--- config.mk ---
export PLATFORM = sky130hd
export DESIGN_NAME = refill_tracker
export DESIGN_NICKNAME = d
export VERILOG_FILES = /design/src/rtl/refill_tracker_pkg.sv /design/src/rtl/refill_tracker_ctrl.sv /design/src/rtl/refill_tracker_dp.sv /design/src/rtl/refill_tracker.sv
export SDC_FILE = /design/constraint.sdc
export NUM_CORES = 1
export LEC_CHECK = 0
export ABC_CLOCK_PERIOD_IN_PS = 2500
export BUFFER_PORTS_ARGS = -buffer_cell sky130_fd_sc_hd__buf_2
export CAP_MARGIN = 15
export CORE_ASPECT_RATIO = 0.6
export CORE_MARGIN = 4
export CORE_UTILIZATION = 35
export CTS_BUF_LIST = sky130_fd_sc_hd__clkbuf_16
export DETAILED_ROUTE_END_ITERATION = 8
export SYNTH_ARGS = -nofsm -noshare
export SYNTH_HDL_FRONTEND = slang
export SYNTH_HIERARCHICAL = 1
export SYNTH_SLANG_ARGS = --single-unit
--- constraint.sdc ---
create_clock -name clk -period 2.5 [get_ports clk]
set_input_delay 0 -clock clk [delete_from_list [all_inputs] [get_ports clk]]
set_output_delay 0 -clock clk [all_outputs]
set_load 0.05 [all_outputs]
--- src/rtl/refill_tracker_pkg.sv ---
package refill_tracker_pkg;
  localparam int SLICES    = 32;
  localparam int SLICE_LSB = 15;
  localparam int IDX_W     = $clog2(SLICES);

  typedef logic [SLICES-1:0] flagVec_t;

  typedef struct packed {
    flagVec_t setMask;
    flagVec_t clrMask;
    logic     rdEn;
  } trackStrb_t;
endpackage

--- src/rtl/refill_tracker_ctrl.sv ---
module refill_tracker_ctrl
  import refill_tracker_pkg::*;
#(
  parameter int ADDR_W     = 40,
  parameter int CSR_ADDR_W = 12,
  parameter logic [CSR_ADDR_W-1:0] REG_ADDR = 12'h0C0
) (
  input  logic                  clk,
  input  logic                  rst_n,
  input  logic                  fillValid,
  input  logic [ADDR_W-1:0]     fillAddr,
  input  logic                  cpuValid,
  input  logic                  cpuWrite,
  input  logic [CSR_ADDR_W-1:0] cpuAddr,
  input  logic [SLICES-1:0]     cpuWdata,
  output trackStrb_t            strb
);
  logic [IDX_W-1:0] sliceIdx;
  logic             regHit;

  // Only the offset inside the 1 MB window selects a slice
  assign sliceIdx = fillAddr[SLICE_LSB+IDX_W-1:SLICE_LSB];
  assign regHit   = cpuValid && (cpuAddr == REG_ADDR);

  for (genvar n = 0; n < SLICES; n++) begin : g_dec
    assign strb.setMask[n] = fillValid && (sliceIdx == IDX_W'(n));
    assign strb.clrMask[n] = regHit && cpuWrite && cpuWdata[n];
  end
  assign strb.rdEn = regHit && !cpuWrite;


  no_fill_no_set_chk: assert property (@(posedge clk) disable iff (!rst_n)
    !fillValid |-> (strb.setMask == '0));


  one_slice_per_fill_chk: assert property (@(posedge clk) disable iff (!rst_n)
    fillValid |-> ($countones(strb.setMask) == 1));


  foreign_addr_quiet_chk: assert property (@(posedge clk) disable iff (!rst_n)
    (cpuAddr != REG_ADDR) |-> (strb.clrMask == '0 && !strb.rdEn));
endmodule

--- src/rtl/refill_tracker_dp.sv ---
module refill_tracker_dp
  import refill_tracker_pkg::*;
(
  input  logic       clk,
  input  logic       rst_n,
  input  trackStrb_t strb,
  output flagVec_t   rdData
);
  flagVec_t flagsQ;

  // Set is applied after clear so that a refill is never lost
  always_ff @(posedge clk) begin
    if (!rst_n) begin
      flagsQ <= '1;
      rdData <= '0;
    end else begin
      flagsQ <= (flagsQ & ~strb.clrMask) | strb.setMask;
      if (strb.rdEn) rdData <= flagsQ;
    end
  end


  set_lands_chk: assert property (@(posedge clk) disable iff (!rst_n)
    (strb.setMask != '0) |=> ((flagsQ & $past(strb.setMask)) == $past(strb.setMask)));


  set_beats_clear_chk: assert property (@(posedge clk) disable iff (!rst_n)
    ((strb.setMask & strb.clrMask) != '0) |=>
      ((flagsQ & $past(strb.setMask & strb.clrMask)) == $past(strb.setMask & strb.clrMask)));


  no_stray_clear_chk: assert property (@(posedge clk) disable iff (!rst_n)
    1'b1 |=> (($past(flagsQ) & ~flagsQ & ~$past(strb.clrMask)) == '0));


  no_stray_set_chk: assert property (@(posedge clk) disable iff (!rst_n)
    1'b1 |=> ((~$past(flagsQ) & flagsQ & ~$past(strb.setMask)) == '0));


  read_value_chk: assert property (@(posedge clk) disable iff (!rst_n)
    strb.rdEn |=> (rdData == $past(flagsQ)));


  read_hold_chk: assert property (@(posedge clk) disable iff (!rst_n)
    !strb.rdEn |=> $stable(rdData));
endmodule

--- src/rtl/refill_tracker.sv ---
module refill_tracker
  import refill_tracker_pkg::*;
#(
  parameter int ADDR_W     = 40,
  parameter int CSR_ADDR_W = 12,
  parameter logic [CSR_ADDR_W-1:0] REG_ADDR = 12'h0C0
) (
  input  logic                  clk,
  input  logic                  rst_n,
  input  logic                  fillValid,
  input  logic [ADDR_W-1:0]     fillAddr,
  input  logic                  cpuValid,
  input  logic                  cpuWrite,
  input  logic [CSR_ADDR_W-1:0] cpuAddr,
  input  logic [31:0]           cpuWdata,
  output logic [31:0]           cpuRdata
);
  trackStrb_t strb;

  refill_tracker_ctrl #(
    .ADDR_W(ADDR_W), .CSR_ADDR_W(CSR_ADDR_W), .REG_ADDR(REG_ADDR)
  ) u_ctrl (
    .clk(clk), .rst_n(rst_n),
    .fillValid(fillValid), .fillAddr(fillAddr),
    .cpuValid(cpuValid), .cpuWrite(cpuWrite),
    .cpuAddr(cpuAddr), .cpuWdata(cpuWdata),
    .strb(strb)
  );

  refill_tracker_dp u_dp (
    .clk(clk), .rst_n(rst_n), .strb(strb), .rdData(cpuRdata)
  );
endmodule

==> impl_metrics.ini, run 1 <==
[floorplanning]
start_util_pct = 35.9
die_h_um = 83.3
core_area_sq_mm = 0.00919
ioPinCount = 121
die_area_sq_mm = 0.0111
rows = 27
die_w_um = 133

[cells_and_area]
areaGrowthSynthToFinish_pct = 21.0
fillers = 932
diodes = 0
drive_above_1_share_pct = 33.3
layout_common_cells = 85 x buf_2, 64 x dfxtp_1, 35 x nand2b_1
layout_commonest_cell = buf_2
multiInputGateArea_sq_mm = 0.00178
final_nets = 496
seq_area_sq_mm = 0.00128

[grt]
grt_first_pass_wirelength_mm = 14.5
gr-usage-all-layers_pct = 16.6
grt_pass1_vias = 2775
antenna_found_initial = 0
gr-total-overflow = 0
grt_max_degree = 65

[synth]
synthTopCellsByArea = dfxtp_1 39%, nor4_2 11%, mux2i_1 9.7%, nand3b_1 7.3%, nand2b_1 6.6%
yosysUniqueCellTypes = 21
synth_top_area_cell = dfxtp_1
synthCells = 339
syn_nets = 428
yosys_warnings = 6
mappedNetlistArea_sq_mm = 0.00330
yosysSeqAreaShare_pct = 38.8
synth_top_area_share_pct = 38.8
synth.avg_cell_area_sq_um = 9.74
ys_ff_latch = 64

[clock_network]
insertion_delay_ns = 0.33
cts.reportedPaths.clkPinSlew_ns = 0.05
cts_buffers = 9
h-tree-depth = 3
cts_root_buf = clkbuf_16
cts_hold_buf = 0
cts_tree = yes
post_cts_buffers = 0
cts.sinks = 64
clockBufferDepth = 2
ctsResizeCount = 0

[sta]
tightest_slew_ns = 0.999
maxSlewViolCount = 0
rsz0062_at_grt = false
clock_skew_ns = 0.00258
finalSetupTns_ns = 0
period_needed_ns = 1.57
max_slew_margin_pct = 33.4
finalSetupViolCount = 0
clock.fmax_ghz = 0.638
hold_violations = 0
post-route-period-util_pct = 62.7

[hold_path]
hp-class = primary input to flip-flop

[pwr]
power_frac_clock_pct = 52.4
powerDensity_mw_per_mm2 = 619
power.total_uw = 2470
internal_power_uw = 1930
worst_ir_drop_vdd_v = 0.000305
sequentialPowerShare_pct = 41.3
combPwrFrac_pct = 6.3
p_leak_uw = 0.00150
p_switching_uw = 540
p_sw_share_pct = 21.9

[detailed_routing]
drc = 0
first_pass_iters = 4
wire_per_inst_um = 16.4
vias = 2649
ant_nets = 0
viasPerCell = 4.89
first_iter_violations = 146
wl_mm = 8.89

[run]
max_cap_violations = 0

[setup_path]
worstPathMaxFanout = 17
start_kind = primary input
crit_required_ns = 2.72
crit_arrival_ns = 1.79
worst_setup_path_end_kind = flip-flop
critPathKind = primary input to flip-flop

[placed_design]
dp.final_hpwl_mm = 5.79
gp_congestion = 0.733
port-buffer-count = 85

[outcome]
outcome = completed
[flip-flops by register name (all words and copies together), names as in the netlist]
| signal | flops |
|---|---|
| u_dp/rdData | 32 |
| u_dp/flagsQ | 32 |
[logic make-up (layout without fill, tap and decap cells)]
group / after synthesis / count (layout) / synth area share (%)
buffers and inverters: 34 / 107 / 7.69
DFF: 64 / 64 / 38.8
and+or+nand+nor: 209 / 209 / 43.8
muxes: 32 / 32 / 9.70
[critical path, cell delays in order]
cell	delay, ns
buf_2	0.09
or4b_2	0.73
nor4_4	0.32
buf_4	0.35
mux2i_1	0.23
nor2b_1	0.07
[path summary, 6_finish.rpt]
path                   from               to  slack [ns]  cells after the start
max             cpuAddr[10]  u_dp/rdData[10]        0.93                      6
min            cpuWdata[23]  u_dp/flagsQ[23]        0.10                      5
max reg2reg  u_dp/flagsQ[6]   u_dp/flagsQ[6]        1.86                      2
min reg2reg  u_dp/flagsQ[0]   u_dp/flagsQ[0]        0.48                      2
[power groups by stage]
stage	Combinational, uW	Sequential, uW	Clock, uW
after CTS	157	1020	1320
final	156	1020	1290
after detailed placement	157	1040	0
after global placement	155	1040	0
after global routing	170	1020	1370
after floorplan	90.7	1040	0
[stage by stage]
stage | worst slack [ns] | utilization (%) | area (sq um) | hold WS, ns | cells
after CTS | 0.936 | 43.5 | 4000 | 0.0992 | 542
after floorplan | 0.748 | - | 3300 | 0.233 | 339
after global routing | 0.808 | 43.5 | 4000 | 0.119 | 542
after global placement | 0.605 | 40.2 | 3690 | 0.444 | 526
final | 0.932 | 43.5 | 4000 | 0.101 | 542
after detailed placement | 0.579 | 40.2 | 3690 | 0.444 | 526
[Yosys cell counts (all sizes together)]
| master | number |
|---|---|
| dfxtp | 64 |
| nand2b | 35 |
| nor4 | 33 |
| mux2i | 32 |
| nand3 | 32 |
| nand3b | 32 |
| nor2 | 32 |
| nor2b | 32 |
| buf | 20 |
| clkbuf | 14 |
| nand4b | 3 |
| nand4bb | 3 |
| or4b | 3 |
| nand2 | 1 |
| nand4 | 1 |
| or2 | 1 |
| or4 | 1 |
[cell type report]
cell class	count	area share (%)
Timing Repair Buffer	91	11.8
Clock buffer	9	5.64
Sequential cell	64	32.1
Clock inverter	7	1.97
Tap cell	130	4.07
Multi-Input combinational cell	241	44.5
[metal layers]
layer	vias to the layer above	global-route usage, %	routed length, um
met4	0	4.76	91
met2	79	24.7	3850
li1	1313	-	-
met5	-	0	0
met1	1246	22.6	4340
met3	11	6.30	605
Note: power is estimated with default switching activity, not from simulation.
==> inputs of run 2 (changes only) <==
Settings changed: ABC_CLOCK_PERIOD_IN_PS 2500 to 1300.
Clock period 2.5 ns to 1.3 ns, I/O delays scaled along.
==> run 2 against run 1 <==
The run now ends with negative setup slack left. Clock power up 60%. Largest power group unchanged. Sequential cell count stayed put. Count of clock-buffer cells in the layout is the same. Non-clock buffer count grew 8. Clock skew increased by 0.00079 ns. Total power up 77%. Sequential share of layout area down 1.1 points.
==> impl_metrics.ini, run 2 (same netlist as run 1, synthesis figures left out) <==
[outcome]
outcome = finished, violations left
violations = negative setup slack

[detailed_routing]
viasPerCell = 4.96
wire_per_inst_um = 16.9
top_layer = met4
wl_met2_mm = 3.73
drc = 0
vias = 2729
ant_nets = 0
first_iter_violations = 203
wl_mm = 9.28
first_pass_iters = 4
met1Wirelength_mm = 4.82
met3_length_um = 625

[setup_path]
crit_start = cpuAddr[11]
crit_required_ns = 1.52
crit_arrival_ns = 1.55
timing.rr.start = u_dp/rdData[10]
start_kind = primary input
critPathKind = primary input to flip-flop
worstPathMaxFanout = 8
worst_setup_path_end_kind = flip-flop

[cells_and_area]
drive_above_1_share_pct = 35.0
reg_top3 = u_dp/flagsQ x32, u_dp/rdData x32
final_nets = 504
layout_commonest_cell = buf_2
areaGrowthSynthToFinish_pct = 25.2
layout_common_cells = 83 x buf_2, 64 x dfxtp_1, 35 x nand2b_1
final_cell_area_sq_mm = 0.00414
diodes = 0
final_util_pct = 45.0

[sta]
tightest_slew_ns = 0.450
post-route-period-util_pct = 103
rsz0062_at_grt = true
hold_violations = 0
clock.fmax_ghz = 0.749
finalSetupTns_ns = -0.394
maxSlewViolCount = 0
clock_skew_ns = 0.00337
finalSetupViolCount = 25
period_needed_ns = 1.34
max_slew_margin_pct = 70.0
fin_ws_ns = -0.0358

[clock_network]
clockBufferDepth = 2
cts_hold_buf = 0
cts_root_buf = clkbuf_16
cts_buffers = 9
h-tree-depth = 3
cts_tree = yes
cts.reportedPaths.clkPinSlew_ns = 0.05
cts.sinks = 64
insertion_delay_ns = 0.32

[run]
max_cap_violations = 0

[pwr]
p_sw_share_pct = 23.5
power.total_uw = 4370
p_switching_uw = 1030
sequentialPowerShare_pct = 44.9
power_frac_clock_pct = 47.5
internal_power_uw = 3340
powerDensity_mw_per_mm2 = 1060
combPwrFrac_pct = 7.6
worst_ir_drop_vdd_v = 0.000643
p_leak_uw = 0.00155

[floorplanning]
ioPinCount = 121
die_area_sq_mm = 0.0111
rows = 27
die_h_um = 83.3
die_w_um = 133
core_area_sq_mm = 0.00919
start_util_pct = 35.9

[placed_design]
port-buffer-count = 85
place_area_sq_mm = 0.00377
gp_congestion = 0.737
dp.final_hpwl_mm = 5.92

[grt]
antenna_found_initial = 0
grt_first_pass_wirelength_mm = 14.5
grt_max_degree = 35
gr-total-overflow = 0
gr-usage-all-layers_pct = 16.7
grt_pass1_vias = 2595

[hold_path]
min_from = rst_n
hp-class = primary input to flip-flop
[run 2: cell types whose count changed in the layout (fill, tap and decap cells not counted), moves of 2 or more]
cell	change
buf_2	-2
or4b_4	+2
or4b_2	-2
clkinv_2	+3
buf_6	+5
bufinv_16	-2
buf_12	+4
[run 2: layer usage]
metal,vias to the layer above,global-route usage (%)
li1,1336,-
met1,1288,25.5
met2,96,22.2
met3,9,5.33
met4,0,4.48
met5,-,0
[run 2: worst paths after layout]
kind / endpoint / slack, ns / cells past startpoint
worst max-delay path: u_dp/rdData[17] / -0.04 / 7
worst min-delay path: u_dp/flagsQ[30] / 0.09 / 2
worst max register to register: u_dp/rdData[10] / 0.67 / 2
worst min register to register: u_dp/flagsQ[30] / 0.48 / 2
[run 2: repair_timing]
item / in CTS / in global routing
cloned: 2 / 1
setup buffers: 1 / 0
pin swaps: 1 / 2
endpoints found under the setup margin: 64 / 49
gates resized for setup: 5 / 5
[run 2: critical path, cell delays in order]
cell	delay (ns)
buf_6	0.09
or4b_4	0.55
nor4_4	0.28
buf_6	0.19
clkbuf_16	0.18
mux2i_1	0.20
nor2b_1	0.06
[run 2: power by group through the flow]
| stage | Sequential [uW] | Clock, uW | Combinational, uW |
|---|---|---|---|
| after floorplan | 2010 | 0 | 185 |
| after global placement | 2000 | 0 | 316 |
| after detailed placement | 2000 | 0 | 321 |
| after CTS | 1960 | 2140 | 326 |
| after global routing | 1960 | 2220 | 357 |
| final | 1960 | 2070 | 332 |
[run 2: area by class of cell]
| cell class | instances | area, sq um |
|---|---|---|
| fillers | 919 | 5050 |
| multi-input cells | 241 | 1790 |
| flip-flops and latches | 64 | 1280 |
| repair buffers | 99 | 642 |
| clock buffers | 9 | 225 |
| well taps | 130 | 163 |
| clock inverters | 7 | 30.0 |
[run 2: through the flow]
stage | worst slack, ns | std cells | hold WS [ns]
6_report | -0.0358 | 550 | 0.0860
3_3_place_gp | -0.487 | 530 | 0.423
4_1_cts | -0.0272 | 549 | 0.0778
3_5_place_dp | -0.534 | 530 | 0.426
2_1_floorplan | -0.392 | 339 | 0.233
5_1_grt | -0.0656 | 550 | 0.107
